==> src/rtl/thermal_alert_pkg.sv <==
`timescale 1ns/1ps
package thermal_alert_pkg;
  localparam int NUM_CH     = 3;
  localparam int TEMP_W     = 9;
  localparam int THR_W      = 8;
  localparam int DATA_W     = 32;
  localparam int CODE_W     = 4;
  localparam int MODE_W     = 4;
  localparam int MAX_CODE   = 9;
  localparam logic [MODE_W-1:0] MODE_TEMP = 4'h5;
  // word indexes (byte address / 4)
  localparam int WI_RUN     = 0;
  localparam int WI_MODE    = 1;
  localparam int WI_REPEAT  = 2;
  localparam int WI_THR0    = 4;
  localparam int WI_INTCTL  = 8;
  // field positions
  localparam int THR_LSB     = 16;
  localparam int ENDLESS_BIT = 24;
  localparam int CH_STRIDE   = 4;
  localparam int IE_OFS      = 0;
  localparam int ST_OFS      = 1;
  localparam int CLR_OFS     = 2;
endpackage

==> src/rtl/ta_regbank.sv <==
`timescale 1ns/1ps
module ta_regbank
  import thermal_alert_pkg::*;
#(
  parameter int ADDR_W = 8
) (
  input  logic                         clk,
  input  logic                         rst,
  input  logic                         wr_en,
  input  logic                         rd_en,
  input  logic [ADDR_W-1:0]            addr,
  input  logic [DATA_W-1:0]            wdata,
  input  logic [NUM_CH-1:0]            status,
  output logic [DATA_W-1:0]            rdata,
  output logic                         run_q,
  output logic [MODE_W-1:0]            mode_q,
  output logic                         endless_q,
  output logic [CODE_W-1:0]            code_q,
  output logic [NUM_CH-1:0][THR_W-1:0] thr_q,
  output logic [NUM_CH-1:0]            thr_en_q,
  output logic [NUM_CH-1:0]            ie_q,
  output logic [NUM_CH-1:0]            clr_pulse
);
  localparam int WIDX_W = ADDR_W - 2;

  logic [WIDX_W-1:0] widx;
  logic              aligned;
  logic              sel_run, sel_mode, sel_rep, sel_int;
  logic [NUM_CH-1:0] sel_thr;
  logic [DATA_W-1:0] rd_word;
  logic              unused_wbits;

  assign widx     = addr[ADDR_W-1:2];
  assign aligned  = (addr[1:0] == 2'b00);
  assign sel_run  = aligned && (widx == WIDX_W'(WI_RUN));
  assign sel_mode = aligned && (widx == WIDX_W'(WI_MODE));
  assign sel_rep  = aligned && (widx == WIDX_W'(WI_REPEAT));
  assign sel_int  = aligned && (widx == WIDX_W'(WI_INTCTL));
  assign unused_wbits = ^wdata;

  for (genvar c = 0; c < NUM_CH; c++) begin : g_dec
    assign sel_thr[c]   = aligned && (widx == WIDX_W'(WI_THR0 + c));
    assign clr_pulse[c] = wr_en && sel_int && wdata[CH_STRIDE*c + CLR_OFS];
  end

  always_ff @(posedge clk) begin
    if (rst) begin
      run_q     <= 1'b0;
      mode_q    <= '0;
      endless_q <= 1'b0;
      code_q    <= '0;
      thr_q     <= '0;
      thr_en_q  <= '0;
      ie_q      <= '0;
    end else if (wr_en) begin
      if (sel_run)  run_q  <= wdata[0];
      if (sel_mode) mode_q <= wdata[MODE_W-1:0];
      if (sel_rep) begin
        endless_q <= wdata[ENDLESS_BIT];
        code_q    <= wdata[CODE_W-1:0];
      end
      for (int c = 0; c < NUM_CH; c++) begin
        if (sel_thr[c]) begin
          thr_q[c]    <= wdata[THR_LSB +: THR_W];
          thr_en_q[c] <= wdata[0];
        end
        if (sel_int) ie_q[c] <= wdata[CH_STRIDE*c + IE_OFS];
      end
    end
  end

  always_comb begin
    rd_word = '0;
    if (sel_run)  rd_word[0] = run_q;
    if (sel_mode) rd_word[MODE_W-1:0] = mode_q;
    if (sel_rep) begin
      rd_word[ENDLESS_BIT]  = endless_q;
      rd_word[CODE_W-1:0]   = code_q;
    end
    for (int c = 0; c < NUM_CH; c++) begin
      if (sel_thr[c]) begin
        rd_word[THR_LSB +: THR_W] = thr_q[c];
        rd_word[0]                = thr_en_q[c];
      end
      if (sel_int) begin
        rd_word[CH_STRIDE*c + IE_OFS] = ie_q[c];
        rd_word[CH_STRIDE*c + ST_OFS] = status[c];
      end
    end
  end

  always_ff @(posedge clk) begin
    if (rst)        rdata <= '0;
    else if (rd_en) rdata <= rd_word;
  end
endmodule

==> src/rtl/ta_pacer.sv <==
`timescale 1ns/1ps
module ta_pacer
  import thermal_alert_pkg::*;
#(
  parameter int PRESCALE = 4
) (
  input  logic              clk,
  input  logic              rst,
  input  logic              active,
  input  logic              endless,
  input  logic [CODE_W-1:0] code,
  output logic              req
);
  localparam int MAX_IVL = PRESCALE << MAX_CODE;
  localparam int CNT_W   = $clog2(MAX_IVL + 1);

  logic [CODE_W-1:0] eff_code;
  logic [CNT_W-1:0]  ivl_m1;
  logic [CNT_W-1:0]  cnt;
  logic              done;

  assign eff_code = (code > CODE_W'(MAX_CODE)) ? CODE_W'(MAX_CODE) : code;
  assign ivl_m1   = (CNT_W'(PRESCALE) << eff_code) - CNT_W'(1);

  always_ff @(posedge clk) begin
    if (rst || !active) begin
      cnt  <= '0;
      done <= 1'b0;
      req  <= 1'b0;
    end else if (done) begin
      req <= 1'b0;
    end else if (cnt >= ivl_m1) begin
      req  <= 1'b1;
      cnt  <= '0;
      done <= !endless;
    end else begin
      req <= 1'b0;
      cnt <= cnt + CNT_W'(1);
    end
  end
endmodule

==> src/rtl/ta_alert_chan.sv <==
`timescale 1ns/1ps
module ta_alert_chan
  import thermal_alert_pkg::*;
(
  input  logic              clk,
  input  logic              rst,
  input  logic              active,
  input  logic              smp_valid,
  input  logic [TEMP_W-1:0] smp,
  input  logic [THR_W-1:0]  thr,
  input  logic              thr_en,
  input  logic              clr,
  output logic              status
);
  logic hit;

  // non-negative sample strictly above the unsigned threshold
  assign hit = active && thr_en && smp_valid && !smp[TEMP_W-1] &&
               (smp[TEMP_W-2:0] > thr);

  always_ff @(posedge clk) begin
    if (rst)      status <= 1'b0;
    else if (hit) status <= 1'b1;
    else if (clr) status <= 1'b0;
  end
endmodule

==> src/rtl/thermal_alert_ctrl.sv <==
`timescale 1ns/1ps
module thermal_alert_ctrl
  import thermal_alert_pkg::*;
#(
  parameter int ADDR_W   = 8,
  parameter int PRESCALE = 4
) (
  input  logic              clk,
  input  logic              rst,
  input  logic              bus_wr,
  input  logic              bus_rd,
  input  logic [ADDR_W-1:0] bus_addr,
  input  logic [DATA_W-1:0] bus_wdata,
  output logic [DATA_W-1:0] bus_rdata,
  input  logic              temp_valid,
  input  logic [TEMP_W-1:0] temp_value,
  output logic              sample_req,
  output logic              alert_irq
);
  logic                         run_q;
  logic [MODE_W-1:0]            mode_q;
  logic                         endless_q;
  logic [CODE_W-1:0]            code_q;
  logic [NUM_CH-1:0][THR_W-1:0] thr_q;
  logic [NUM_CH-1:0]            thr_en_q;
  logic [NUM_CH-1:0]            irq_en;
  logic [NUM_CH-1:0]            clr_pulse;
  logic [NUM_CH-1:0]            alert_status;
  logic                         mon_active;

  assign mon_active = run_q && (mode_q == MODE_TEMP);

  ta_regbank #(.ADDR_W(ADDR_W)) u_regs (
    .clk       (clk),
    .rst       (rst),
    .wr_en     (bus_wr),
    .rd_en     (bus_rd),
    .addr      (bus_addr),
    .wdata     (bus_wdata),
    .status    (alert_status),
    .rdata     (bus_rdata),
    .run_q     (run_q),
    .mode_q    (mode_q),
    .endless_q (endless_q),
    .code_q    (code_q),
    .thr_q     (thr_q),
    .thr_en_q  (thr_en_q),
    .ie_q      (irq_en),
    .clr_pulse (clr_pulse)
  );

  ta_pacer #(.PRESCALE(PRESCALE)) u_pacer (
    .clk     (clk),
    .rst     (rst),
    .active  (mon_active),
    .endless (endless_q),
    .code    (code_q),
    .req     (sample_req)
  );

  for (genvar c = 0; c < NUM_CH; c++) begin : g_chan
    ta_alert_chan u_chan (
      .clk       (clk),
      .rst       (rst),
      .active    (mon_active),
      .smp_valid (temp_valid),
      .smp       (temp_value),
      .thr       (thr_q[c]),
      .thr_en    (thr_en_q[c]),
      .clr       (clr_pulse[c]),
      .status    (alert_status[c])
    );
  end

  always_ff @(posedge clk) begin
    if (rst) alert_irq <= 1'b0;
    else     alert_irq <= |(alert_status & irq_en);
  end
endmodule

==> config.mk <==
export PLATFORM = sky130hd
export DESIGN_NAME = thermal_alert_ctrl
export DESIGN_NICKNAME = d
export VERILOG_FILES = /design/src/rtl/thermal_alert_pkg.sv /design/src/rtl/ta_regbank.sv /design/src/rtl/ta_pacer.sv /design/src/rtl/ta_alert_chan.sv /design/src/rtl/thermal_alert_ctrl.sv
export SDC_FILE = /design/constraint.sdc
export NUM_CORES = 1
export LEC_CHECK = 0
export BUFFER_PORTS_ARGS = -buffer_cell sky130_fd_sc_hd__buf_2
export CAP_MARGIN = 20
export CORE_MARGIN = 5
export CORE_UTILIZATION = 55
export CTS_BUF_LIST = sky130_fd_sc_hd__clkbuf_8
export DETAILED_ROUTE_END_ITERATION = 6
export PLACE_DENSITY = 0.86
export SYNTH_ARGS = -nofsm -noshare
export SYNTH_HDL_FRONTEND = slang
export SYNTH_HIERARCHICAL = 1
export SYNTH_SLANG_ARGS = --single-unit
==> constraint.sdc <==
create_clock -name clk -period 5.5 [get_ports clk]
set_input_delay 0.55 -clock clk [delete_from_list [all_inputs] [get_ports clk]]
set_output_delay 0.55 -clock clk [all_outputs]
set_load 0.05 [all_outputs]
==> out/metrics.cfg <==
[setup_path]
end_kind=register
cp.arrival_ns=3.24
r2r-end=u_pacer/req
required_ns=5.74
reg2reg_depth=11
rrSetupSlack_ns=2.50
start_kind=register
rr_startpoint=u_regs/code_q[2]
critPathKind=reg -> reg
critPathLaunch=u_regs/code_q[2]
worstPathMaxFanout=10

[drt]
finalWirelength_um=10300
ant_nets=0
vias=3797
routed_via_density=5.744
wl_per_cell_um=15.58
drtIter0Drc=198
drc=0
first_pass_iters=5

[synth]
netlist_area_um2=4418
synth_commonest_cells=dfxtp_1, nor2_1, a21oi_1, mux2i_1, ha_1
ys_async_sr_fraction_pct=0
ys.flop_type=dfxtp_1
synthCells=509
ys_warn_count=6
syn_avg_cell_area_um2=8.680
post-synth-top-count-cell=dfxtp_1
synth_area_leaders=dfxtp_1, ha_1, mux2i_1, a21oi_1, nor2_1
yosys.cell_types.count=54
synth_edf_count=0
synth.largest_area_cell=dfxtp_1
synth_top_area_share_pct=33.98
ys_ff_latch=75
yosysSeqAreaShare_pct=33.98

[timing]
relSlewSlack_pct=38.54
drv_slew=0
hold_viol=0
fmax_mhz=333.3
final-setup-viol-count=0
min_period_over_period_pct=54.55
fin_crit_ns=3.000
fin_skew_ns=0.01418
rsz0062_at_grt=false
setup_tns_ns=0
tightest_slew_ns=0.9143

[global_routing]
overflow=0
grt_max_degree=63
use_met3_pct=5.049
antenna_found_initial=0
track_usage_pct=20.89
top_usage_layer=met2
met2_usage_pct=35.28
met1_usage_pct=25.54
first_global_vias=3667
grt_pass1_wl_um=16840

[finish]
final_nets=644
seq_area_um2=1501
multi_input_comb_area_um2=2633
n_antenna_cell=0
nFillCells=659
layout.cells.non_filler=661
area_growth_pct=10.28
drive_above_1_share_pct=16.28

[cts]
postCtsSetupBuffers=0
clockBufferDepth=2
clkSinkCount=75
cts_made_buffers=9
cts-root-buf=clkbuf_8
clkLatencyLatePin_ns=0.36
cts_hold_buf=0
h-tree-depth=3
cts.clk_slew.worst_paths_ns=0.09
cts_tree=yes
cts_resized=0

[floorplanning]
die_height_um=99.63
pin_count=88
start_util_pct=56.88
fp.coreArea_um2=7767
die_w_um=99.63
dieArea_um2=9925
rows=32

[hold_path]
hold_path_class=in -> reg
hold-path-cell-count=3
min_to=u_regs/endless_q
min_from=bus_wdata[24]

[placed_design]
dpl.hpwl_um=7644
port_buffers=57
post-place-cells=645
finalWeightedCongestion=0.9078

[job]
drv_cap=0

[power]
power.total_uw=1061
powerDensity_nw_per_um2=217.8
vdd_drop_max_uv=156.0
leakagePower_uw=0.002052

[status]
status=finished, final reports clean

layer usage:
| layer | wire, µm | up-vias |
|---|---|---|
| li1 | - | 1848 |
| met1 | 4289 | 1765 |
| met2 | 5064 | 160 |
| met3 | 709 | 24 |
| met4 | 235 | 0 |
| met5 | 0 | - |
worst max-delay path by stage:
stage / cells past startpoint / slack, ns / end
after global placement: 11 / 2.63 / u_pacer/req
after global routing: 12 / 2.24 / u_pacer/cnt[10]
after detailed placement: 11 / 2.56 / u_pacer/req
after CTS: 11 / 2.51 / u_pacer/cnt[10]
final: 11 / 2.50 / u_pacer/req
after floorplan: 14 / 2.71 / u_pacer/req
stage by stage:
stage                     area (µm²)  utilization, %  hold slack [ns]  setup slack, ns
after detailed placement        4678           60.23           0.4619            2.558
after CTS                       4872           62.73           0.4208            2.511
after global routing            4872           62.73           0.4474            2.239
final                           4872           62.73           0.4362            2.500
after floorplan                 4471               -           0.4411            2.709
after global placement          4678           60.23           0.4560            2.632
power breakdown:
group	internal [µW]	switching [µW]
registers	543	0.537
clock network	208	209
logic	29.5	71.3
total	780	281
cell families (layout without fill, tap and decap cells):
family                   Yosys count  count (layout)  synth area share [%]
AO/OA/AOI/OAI                     92              92                 14.73
XOR/XNOR                          10              10                 1.982
adder cells (fa/ha/maj)           36              36                 10.20
buffers and inverters             70             106                 7.618
flip-flops                        75              75                 33.98
multiplexers                      39              39                 8.836
other                              2              16                0.1700
AND/OR/NAND/NOR                  185             185                 22.49
final cells by class:
class / count / area share [%]
well taps: 102 / 2.619
clock inverters: 7 / 1.438
repair buffers: 59 / 6.163
inverters: 31 / 2.388
clock buffers: 9 / 2.542
flip-flops and latches: 75 / 30.82
multi-input cells: 378 / 54.03
critical path: stages, from the launching register on:
cell      delay [ns]
dfxtp_1         0.40
nor2_1          0.27
nand3b_1        0.12
ha_1            0.31
a22o_1          0.26
a22oi_1         0.16
ha_1            0.30
a41oi_2         0.21
o21ai_2         0.09
a221oi_4        0.41
a21oi_4         0.16
and2b_1         0.19
registers in the layout (all words and copies together) (netlist names):
name                  count
alert_irq                 1
g_chan.u_chan/status      3
u_pacer/cnt              12
u_pacer/done              1
u_pacer/req               1
u_regs/code_q             4
u_regs/endless_q          1
u_regs/ie_q               3
u_regs/mode_q             4
u_regs/rdata             17
u_regs/run_q              1
u_regs/thr_en_q           3
u_regs/thr_q             24
layout by cell type, fill, tap and decap left out, types with 7 or more instances in the layout:
cell / n
nor3_1: 12
a21oi_1: 46
buf_2: 57
conb_1: 16
nor2b_1: 17
nand2_1: 32
dfxtp_1: 75
ha_1: 36
nand3_1: 7
inv_1: 32
nand4_1: 17
clkbuf_8: 9
nand2b_1: 12
nor2_1: 56
mux2i_1: 39
o2bb2ai_1: 8
(Power assumes the default switching activity.)
